[src/rtl/cdiv_pkg.sv]
package cdiv_pkg;

    localparam int unsigned DW = 24;
    localparam int unsigned FW = 24;
    localparam int unsigned PW = DW + FW;

    localparam logic [FW-1:0] RECIP_DEFAULT = 24'd12336188;

    localparam int unsigned COARSE_MULT  = 7301;
    localparam int unsigned COARSE_SHIFT = 13;

    typedef logic [DW-1:0] sample_t;
    typedef logic [FW-1:0] frac_t;
    typedef logic [PW-1:0] prod_t;

    typedef struct packed {
        logic    vld;
        sample_t d;
    } opnd_s;

    typedef struct packed {
        logic  vld;
        prod_t p;
    } prod_s;

    // A coarse factor scaled by 2^-COARSE_SHIFT equals the same factor moved up
    // into the 2^-FW fraction field.
    function automatic frac_t eff_recip(input frac_t k, input bit coarse);
        frac_t r;
        if (coarse) r = frac_t'(COARSE_MULT) << (FW - COARSE_SHIFT);
        else        r = k;
        return r;
    endfunction

    function automatic prod_t widen_mul(input sample_t a, input frac_t b);
        prod_t pa;
        prod_t pb;
        pa = prod_t'(a);
        pb = prod_t'(b);
        return pa * pb;
    endfunction

endpackage

[src/rtl/cdiv_opnd_stage.sv]
module cdiv_opnd_stage
    import cdiv_pkg::*;
#(
    parameter bit REG = 1'b0
) (
    input  logic    clk,
    input  logic    rst,
    input  logic    in_valid,
    input  sample_t in_d,
    output opnd_s   opnd
);

    opnd_s nxt;

    always_comb begin
        nxt.vld = in_valid;
        nxt.d   = in_d;
    end

    generate
        if (REG) begin : g_reg
            always_ff @(posedge clk or posedge rst) begin
                if (rst) opnd <= '0;
                else     opnd <= nxt;
            end
        end else begin : g_pass
            assign opnd = nxt;
        end
    endgenerate

endmodule

[src/rtl/cdiv_mult.sv]
module cdiv_mult
    import cdiv_pkg::*;
#(
    parameter frac_t RECIP = RECIP_DEFAULT,
    parameter bit    REG   = 1'b1
) (
    input  logic  clk,
    input  logic  rst,
    input  opnd_s opnd,
    output prod_s prod
);

    prod_s nxt;

    always_comb begin
        nxt.vld = opnd.vld;
        nxt.p   = widen_mul(opnd.d, RECIP);
    end

    generate
        if (REG) begin : g_reg
            always_ff @(posedge clk or posedge rst) begin
                if (rst) prod <= '0;
                else     prod <= nxt;
            end
        end else begin : g_pass
            assign prod = nxt;
        end
    endgenerate

endmodule

[src/rtl/cdiv_out_reg.sv]
module cdiv_out_reg
    import cdiv_pkg::*;
(
    input  logic    clk,
    input  logic    rst,
    input  prod_s   prod,
    output logic    out_valid,
    output sample_t out_q,
    output frac_t   out_frac
);

    sample_t q_nxt;
    frac_t   f_nxt;

    always_comb begin
        q_nxt = prod.p[PW-1:FW];
        f_nxt = prod.p[FW-1:0];
    end

    always_ff @(posedge clk or posedge rst) begin
        if (rst) begin
            out_valid <= 1'b0;
            out_q     <= '0;
            out_frac  <= '0;
        end else begin
            out_valid <= prod.vld;
            if (prod.vld) begin
                out_q    <= q_nxt;
                out_frac <= f_nxt;
            end
        end
    end

endmodule

[src/rtl/const_recip_div.sv]
module const_recip_div
    import cdiv_pkg::*;
#(
    parameter logic [23:0] RECIP      = RECIP_DEFAULT,
    parameter bit          USE_COARSE = 1'b0,
    parameter int unsigned PIPE_DEPTH = 2
) (
    input  logic        clk,
    input  logic        rst,
    input  logic        in_valid,
    input  logic [23:0] in_d,
    output logic        out_valid,
    output logic [23:0] out_q,
    output logic [23:0] out_frac
);

    localparam frac_t K_EFF    = eff_recip(RECIP, USE_COARSE);
    localparam bit    OPND_REG = (PIPE_DEPTH >= 3);
    localparam bit    MULT_REG = (PIPE_DEPTH >= 2);

    opnd_s opnd;
    prod_s prod;

    cdiv_opnd_stage #(.REG(OPND_REG)) u_opnd (
        .clk      (clk),
        .rst      (rst),
        .in_valid (in_valid),
        .in_d     (in_d),
        .opnd     (opnd)
    );

    cdiv_mult #(.RECIP(K_EFF), .REG(MULT_REG)) u_mult (
        .clk  (clk),
        .rst  (rst),
        .opnd (opnd),
        .prod (prod)
    );

    cdiv_out_reg u_out (
        .clk       (clk),
        .rst       (rst),
        .prod      (prod),
        .out_valid (out_valid),
        .out_q     (out_q),
        .out_frac  (out_frac)
    );

endmodule

[config.mk]
export PLATFORM = sky130hd
export DESIGN_NAME = const_recip_div
export DESIGN_NICKNAME = d
export VERILOG_FILES = /design/src/rtl/cdiv_pkg.sv /design/src/rtl/cdiv_opnd_stage.sv /design/src/rtl/cdiv_mult.sv /design/src/rtl/cdiv_out_reg.sv /design/src/rtl/const_recip_div.sv
export SDC_FILE = /design/constraint.sdc
export NUM_CORES = 1
export LEC_CHECK = 0
export CAP_MARGIN = 20
export CORE_UTILIZATION = 45
export DETAILED_ROUTE_END_ITERATION = 6
export DONT_BUFFER_PORTS = 1
export PLACE_DENSITY = 0.67
export SLEW_MARGIN = 10
export SYNTH_ARGS = -nofsm -noshare
export SYNTH_HDL_FRONTEND = slang
export SYNTH_HIERARCHICAL = 1
export SYNTH_SLANG_ARGS = --single-unit
export TNS_END_PERCENT = 10
[constraint.sdc]
create_clock -name clk -period 1.3 [get_ports clk]
set_input_delay 0.065 -clock clk [delete_from_list [all_inputs] [get_ports clk]]
set_output_delay 0.065 -clock clk [all_outputs]
set_load 0.005 [all_outputs]
* After elaboration in Yosys (flattened, before gate mapping) *
Cells that the tools add are included.

word-level totals
  register bits after elaboration = 94
  input bits = 27
  output and inout bits = 49
  logic and storage cells = 6

cells by class
  $mul = 1

operators by type and width
  operator                                                                number
  24-bit by 22-bit multiplier with 46-bit output (second input constant)  1

* Depth between registers and ports, before layout *
Gate-level depths: netlist (run 1).

  word-level depth = 1
  gate-level depth with buffers = 25
  depth with buffers taken out = 23

* Cells and area by module *
The synthesis (run 1) kept the hierarchy.

modules (own cells, without submodules)
  module           instances  cells an instance  area each (um^2)  sequential area each (um^2)
  cdiv_mult        1          1,058              10,849.2          1,176.1
  cdiv_out_reg     1          103                1,889.3           1,226.2
  cdiv_opnd_stage  1          25                 187.7             0.0

* Worst setup path after synthesis (run 1) *
Ideal clock, no wire load.

  path type = input to register
  start point = input in_d[17]
  end point = register u_mult/prod[44] (netlist name)
  setup time = 0.125 ns
  data arrival time = 5.509 ns
  data required time = 1.175 ns
  setup slack = -4.334 ns
  stages = 23
  buffers on the path = 2
  path through = buf_4 inv_1 fa_1 fa_1 inv_1 ha_1 inv_1 fa_1 inv_1 fa_1 inv_1 fa_1 inv_1 fa_1 ha_1 clkbuf_1 nand4_1 or3_1 o21ai_1 a31oi_1 o21ai_1 a31oi_1 xnor2_1

RTL lines
  item                line                   source
  start: declaration  const_recip_div.sv:11  input logic [23:0] in_d,

==> flow_summary.ini, run 1 <==
[status]
outcome = complete, but fails checks
violations = negative setup slack

[global_routing]
grt_max_degree = 50
grt_antenna_before_repair = 0
grt_usage_pct = 20.09
grt_pass1_wl_um = 45790
grt_pass1_vias = 9129
overflow = 0

[clock_tree]
clock_latency_ps = 340
cts_root_buffer = clkbuf_16
clk_pin_slew_worst_paths_ps = 70
numCtsBuffers = 9
cts_tree = done
clk_path_buf_depth = 2
htree_levels = 3
clock_sinks = 96

[logic_synthesis]
ys_types = 51
synth.avg_cell_area_um2 = 10.90
synthArstFlopShare_pct = 100.0
synth_flop_cell = dfrtp_1
ys_warn_count = 6
synth_top_cell_by_area = fa_1
synth_area_leaders = fa_1, ha_1, dfrtp_1
netlist_instances = 1186
synth-seq-cells = 96
synth-edff-count = 0
synth_area_mm2 = 0.01293
ys_seq_area_share_pct = 18.58
synth.top_cell.area_share_pct = 31.13

[sta]
setup_viol = 43
post-route-min-period_ps = 5253
hold_viol = 0
fmax_mhz = 190.4
finClkSkew_ps = 6.445
fin_ws_ps = -3953
final_max_slew_viol_count = 0
rsz0062_at_grt = yes
fin_crit_sh_pct = 404.1

[final_layout]
layout.nets = 1818
fillCellCount = 2408
mostFrequentLayoutCells = inv_1, buf_4, ha_1
seq_area_mm2 = 0.002404
num_antenna_cells = 0
layout_commonest_cell = inv_1
layout-drive-gt1-share_pct = 25.76
multiInputGateArea_mm2 = 0.009325
area_growth_pct = 19.74
fin_cells = 1756

[drt]
route.detailed.drc = 0
first_iter_violations = 305
routed_wl_um = 27190
ant_nets = 0
wl_per_cell_um = 15.48
drtPass1Iterations = 4
num_vias = 8284
routed_via_density = 4.718

[place]
numPortBuffers = 0
dp_hpwl_um = 24510
routabilityCongestion = 0.9095
place_inst = 1736

[flow_run]
drv_cap = 0

[floorplan]
core_mm2 = 0.02801
io_pins = 76
die_width_um = 171.5
die_h_um = 171.5
rows = 61
start_util_pct = 46.15
die_area_mm2 = 0.02941

[critical_path]
crit_type = input port to flop
start_kind = input port
worst-path-buf-inv = 6
path_cells = clkinvlp_4 -> fa_1 -> inv_1 -> fa_1 -> inv_1 -> fa_1 -> inv_1 -> fa_1 -> fa_1 -> inv_1 -> fa_1 -> inv_1 -> fa_1 -> ha_4 -> nand2_2 -> nor2_1 -> a21oi_2 -> a211oi_2 -> a211o_1 -> nand2_4 -> o21ai_4 -> and3b_1 -> nor3_1
cp_slowest_stage_delay_ps = 550
cp.required_ps = 1530
crit_fanout = 5
worstSetupEndpointType = flop
cp_slowest_cell = fa_1
critical-path-top-delay-family = adder cells
cp-startpoint = in_d[7]
cp_common_cell = fa_1
r2r-start = u_mult/prod[48]
worstPathArrival_ps = 5480

[worst_hold_path]
hold_path_startpoint = in_d[1]
hold_class = input port to flop
-- synth_stat cells (all sizes together) (3+ instances only) --
master	instances
and4	4
dfrtp	96
nand2	25
xor2	17
a21o	28
xnor2	25
a21oi	48
nor2b	4
or3	3
a31oi	11
buf	35
nand4	9
o21bai	6
and3	3
nor2	18
inv	325
o21ai	23
ha	217
fa	201
nand2b	4
clkbuf	9
mux2	48
-- per-layer routing --
metal	track usage (%)	up-vias	wire (µm)
met2	32.72	121	12700
met1	29.06	4086	13030
met5	0	-	0
met3	2.278	14	1259
met4	3.610	0	201
li1	-	4063	-
-- through the flow --
stage | util [%] | setup slack, ps | area (µm²) | TNS (ps) | hold slack [ps]
global route | 55.26 | -4191 | 15480 | -137860 | 15.72
floorplan | - | -4191 | 13050 | -140680 | 173.8
detailed placement | 52.98 | -4340 | 14840 | -148570 | 4.292
finish | 55.26 | -3953 | 15480 | -130040 | 23.76
CTS | 54.85 | -3959 | 15360 | -129750 | 9.466
global placement | 52.98 | -4292 | 14840 | -146460 | -3.411
-- worst paths after layout --
check	cells past startpoint	to	slack (ps)
max in group asynchronous	3	u_out/out_frac[8]	810
min in group asynchronous	3	u_mult/prod[43]	240
worst max register to register	2	u_out/out_frac[16]	170
worst min-delay path	2	u_mult/prod[3]	20
worst max-delay path	23	u_mult/prod[47]	-3950
worst min register to register	1	u_out/out_frac[7]	470
-- final cells by class --
class | instances | share of cell area, %
multi-input cells | 720 | 60.25
clock inverters | 7 | 0.5982
flip-flops and latches | 96 | 15.53
repair buffers | 221 | 11.08
well taps | 378 | 3.056
inverters | 325 | 8.027
clock buffers | 9 | 1.455
-- flip-flops by register name, summed over array words and instances (netlist names) --
| signal | flops |
|---|---|
| u_mult/prod | 47 |
| u_out/out_frac | 24 |
| u_out/out_valid | 1 |
| u_out/out_q | 24 |
-- timing repair --
item,4_1_cts,5_1_grt
endpoints found under the setup margin,43,43
hold buffers,3,0
endpoints found under the hold margin,98,0
gates resized for setup,36,20
buffers inserted,0,1
pin swaps,23,10
-- logic make-up after synthesis --
family / synth area share (%)
fa+ha+maj: 52.13
buf+inv: 11.93
other cells: 0.02901
mux: 4.762
compound gates: 6.563
flops: 18.58
simple gates: 3.146
xor+xnor: 2.846
Power of run 1 is not shown: default switching activity piles up to over one toggle a cycle in this logic, so the estimate is an artifact.
==> run 2, diff against run 1 <==
--- a/config.mk
+++ b/config.mk
@@ -6,13 +6,14 @@
 export NUM_CORES = 1
 export LEC_CHECK = 0
 export CAP_MARGIN = 20
+export CORE_MARGIN = 5
 export CORE_UTILIZATION = 45
 export DETAILED_ROUTE_END_ITERATION = 6
 export DONT_BUFFER_PORTS = 1
 export PLACE_DENSITY = 0.67
+export SKIP_CTS_REPAIR_TIMING = 1
 export SLEW_MARGIN = 10
 export SYNTH_ARGS = -nofsm -noshare
 export SYNTH_HDL_FRONTEND = slang
 export SYNTH_HIERARCHICAL = 1
 export SYNTH_SLANG_ARGS = --single-unit
-export TNS_END_PERCENT = 10
==> run 2 against run 1 <==
Compared with the run above:
- the run still ends with negative setup slack left
- utilization is 1.7 points higher
- routed wire length up 6.9%
- clock-buffer cell count stayed put
- fmax is 0.37% lower
- flip-flop and latch count unchanged
- global-route usage down 2.2 points
- setup slack got worse by 20 ps
==> flow_summary.ini, run 2 (same netlist as run 1, synthesis figures left out) <==
[status]
outcome = complete, but fails checks
violations = negative setup slack

[sta]
hold_viol = 0
rsz0062_at_grt = yes
final_max_slew_viol_count = 0
finClkSkew_ps = 6.055
fin_tns_setup_ps = -133140
fin_crit_sh_pct = 405.6
post-route-min-period_ps = 5273
fin_ws_ps = -3973
fmax_mhz = 189.6
setup_viol = 43

[clock_tree]
htree_levels = 3
cts_tree = done
clock_latency_ps = 340
numCtsBuffers = 9
cts_root_buffer = clkbuf_16
clk_pin_slew_worst_paths_ps = 70
clk_path_buf_depth = 2
clock_sinks = 96

[global_routing]
grt_max_degree = 41
grt_pass1_wl_um = 47400
grt_pass1_vias = 9185
grt_antenna_before_repair = 0
overflow = 0
grt_usage_pct = 17.90

[drt]
drtPass1Iterations = 4
num_vias = 8482
routed_wl_um = 29070
routed_via_density = 4.749
wl_per_cell_um = 16.28
ant_nets = 0
route.detailed.drc = 0
first_iter_violations = 368

[floorplan]
die_h_um = 179.5
rows = 62
start_util_pct = 45.28
die_area_mm2 = 0.03221
io_pins = 76
core_mm2 = 0.02855
die_width_um = 179.5

[critical_path]
path_cells = clkinvlp_4 -> fa_1 -> inv_1 -> fa_1 -> inv_1 -> fa_1 -> inv_1 -> fa_1 -> fa_1 -> inv_1 -> fa_1 -> inv_1 -> fa_1 -> ha_4 -> nand2_4 -> o21ai_4 -> nor2_2 -> a211oi_2 -> a211o_1 -> nand2_4 -> o21ai_4 -> a31oi_1 -> xnor2_1
cp_common_cell = fa_1
crit_fanout = 5
cp-startpoint = in_d[5]
worstSetupEndpointType = flop
worstPathArrival_ps = 5500
critical-path-top-delay-family = adder cells
start_kind = input port
worst-path-buf-inv = 6
r2r-start = u_mult/prod[48]
crit_type = input port to flop
cp_slowest_cell = fa_1
cp_slowest_stage_delay_ps = 580
cp.required_ps = 1520

[final_layout]
fin_area_mm2 = 0.01625
num_antenna_cells = 0
layout_commonest_cell = inv_1
mostFrequentLayoutCells = inv_1, buf_4, fa_1
largestRegisters = u_mult/prod (47), u_out/out_frac (24), u_out/out_q (24)
layout-drive-gt1-share_pct = 31.74
area_growth_pct = 25.68
largest_register = u_mult/prod
largest_reg_flops = 47
layout.nets = 1842

[place]
dp_hpwl_um = 25500
routabilityCongestion = 0.9152
post_dp_cell_area_mm2 = 0.01511
numPortBuffers = 0
post-place-ws_ps = -4351

[flow_run]
drv_cap = 0

[worst_hold_path]
hold_path_startpoint = in_d[1]
hold_class = input port to flop
[run 2: final cells by class]
class,count,area [µm²]
Inverter,325,1257
Tap cell,384,480.5
Fill cell,2412,12300
Clock inverter,7,78.83
Clock buffer,9,225.2
Timing Repair Buffer,245,1992
Multi-Input combinational cell,720,9808
Sequential cell,96,2404
[run 2: routing by layer]
metal  global-route usage (%)  share of wire (%)  up-vias
met1                    26.08                 47     4208
met3                    2.385                4.2       17
met5                        0                  0        -
met2                    29.21                 48      140
met4                    3.170               0.93        0
li1                         -                  -     4117
[run 2: per-stage QoR]
| step | hold slack, ps | cells | utilization, % |
|---|---|---|---|
| CTS | -490.0 | 1767 | 54.01 |
| global placement | -119.2 | 1751 | 52.94 |
| floorplan | 173.8 | 1187 | - |
| detailed placement | -119.1 | 1751 | 52.94 |
| finish | 26.37 | 1786 | 56.91 |
| global route | 27.77 | 1786 | 56.91 |
[run 2: worst paths after layout]
check | endpoint | slack [ps] | cells past startpoint
setup / recovery | u_mult/prod[45] | -3970 | 23
hold / removal | u_mult/prod[3] | 30 | 2
hold reg to reg | u_out/out_frac[12] | 480 | 1
min in group asynchronous | u_out/out_q[15] | 130 | 2
setup reg to reg | u_out/out_q[17] | 190 | 2
max in group asynchronous | u_mult/prod[41] | 580 | 3
[run 2: worst reg2reg max path, cell delays in order, from the launching register on]
cell and delay (ps):
dfrtp_2 410, buf_12 220, mux2_2 380
Power of run 2 is left out for the same reason.
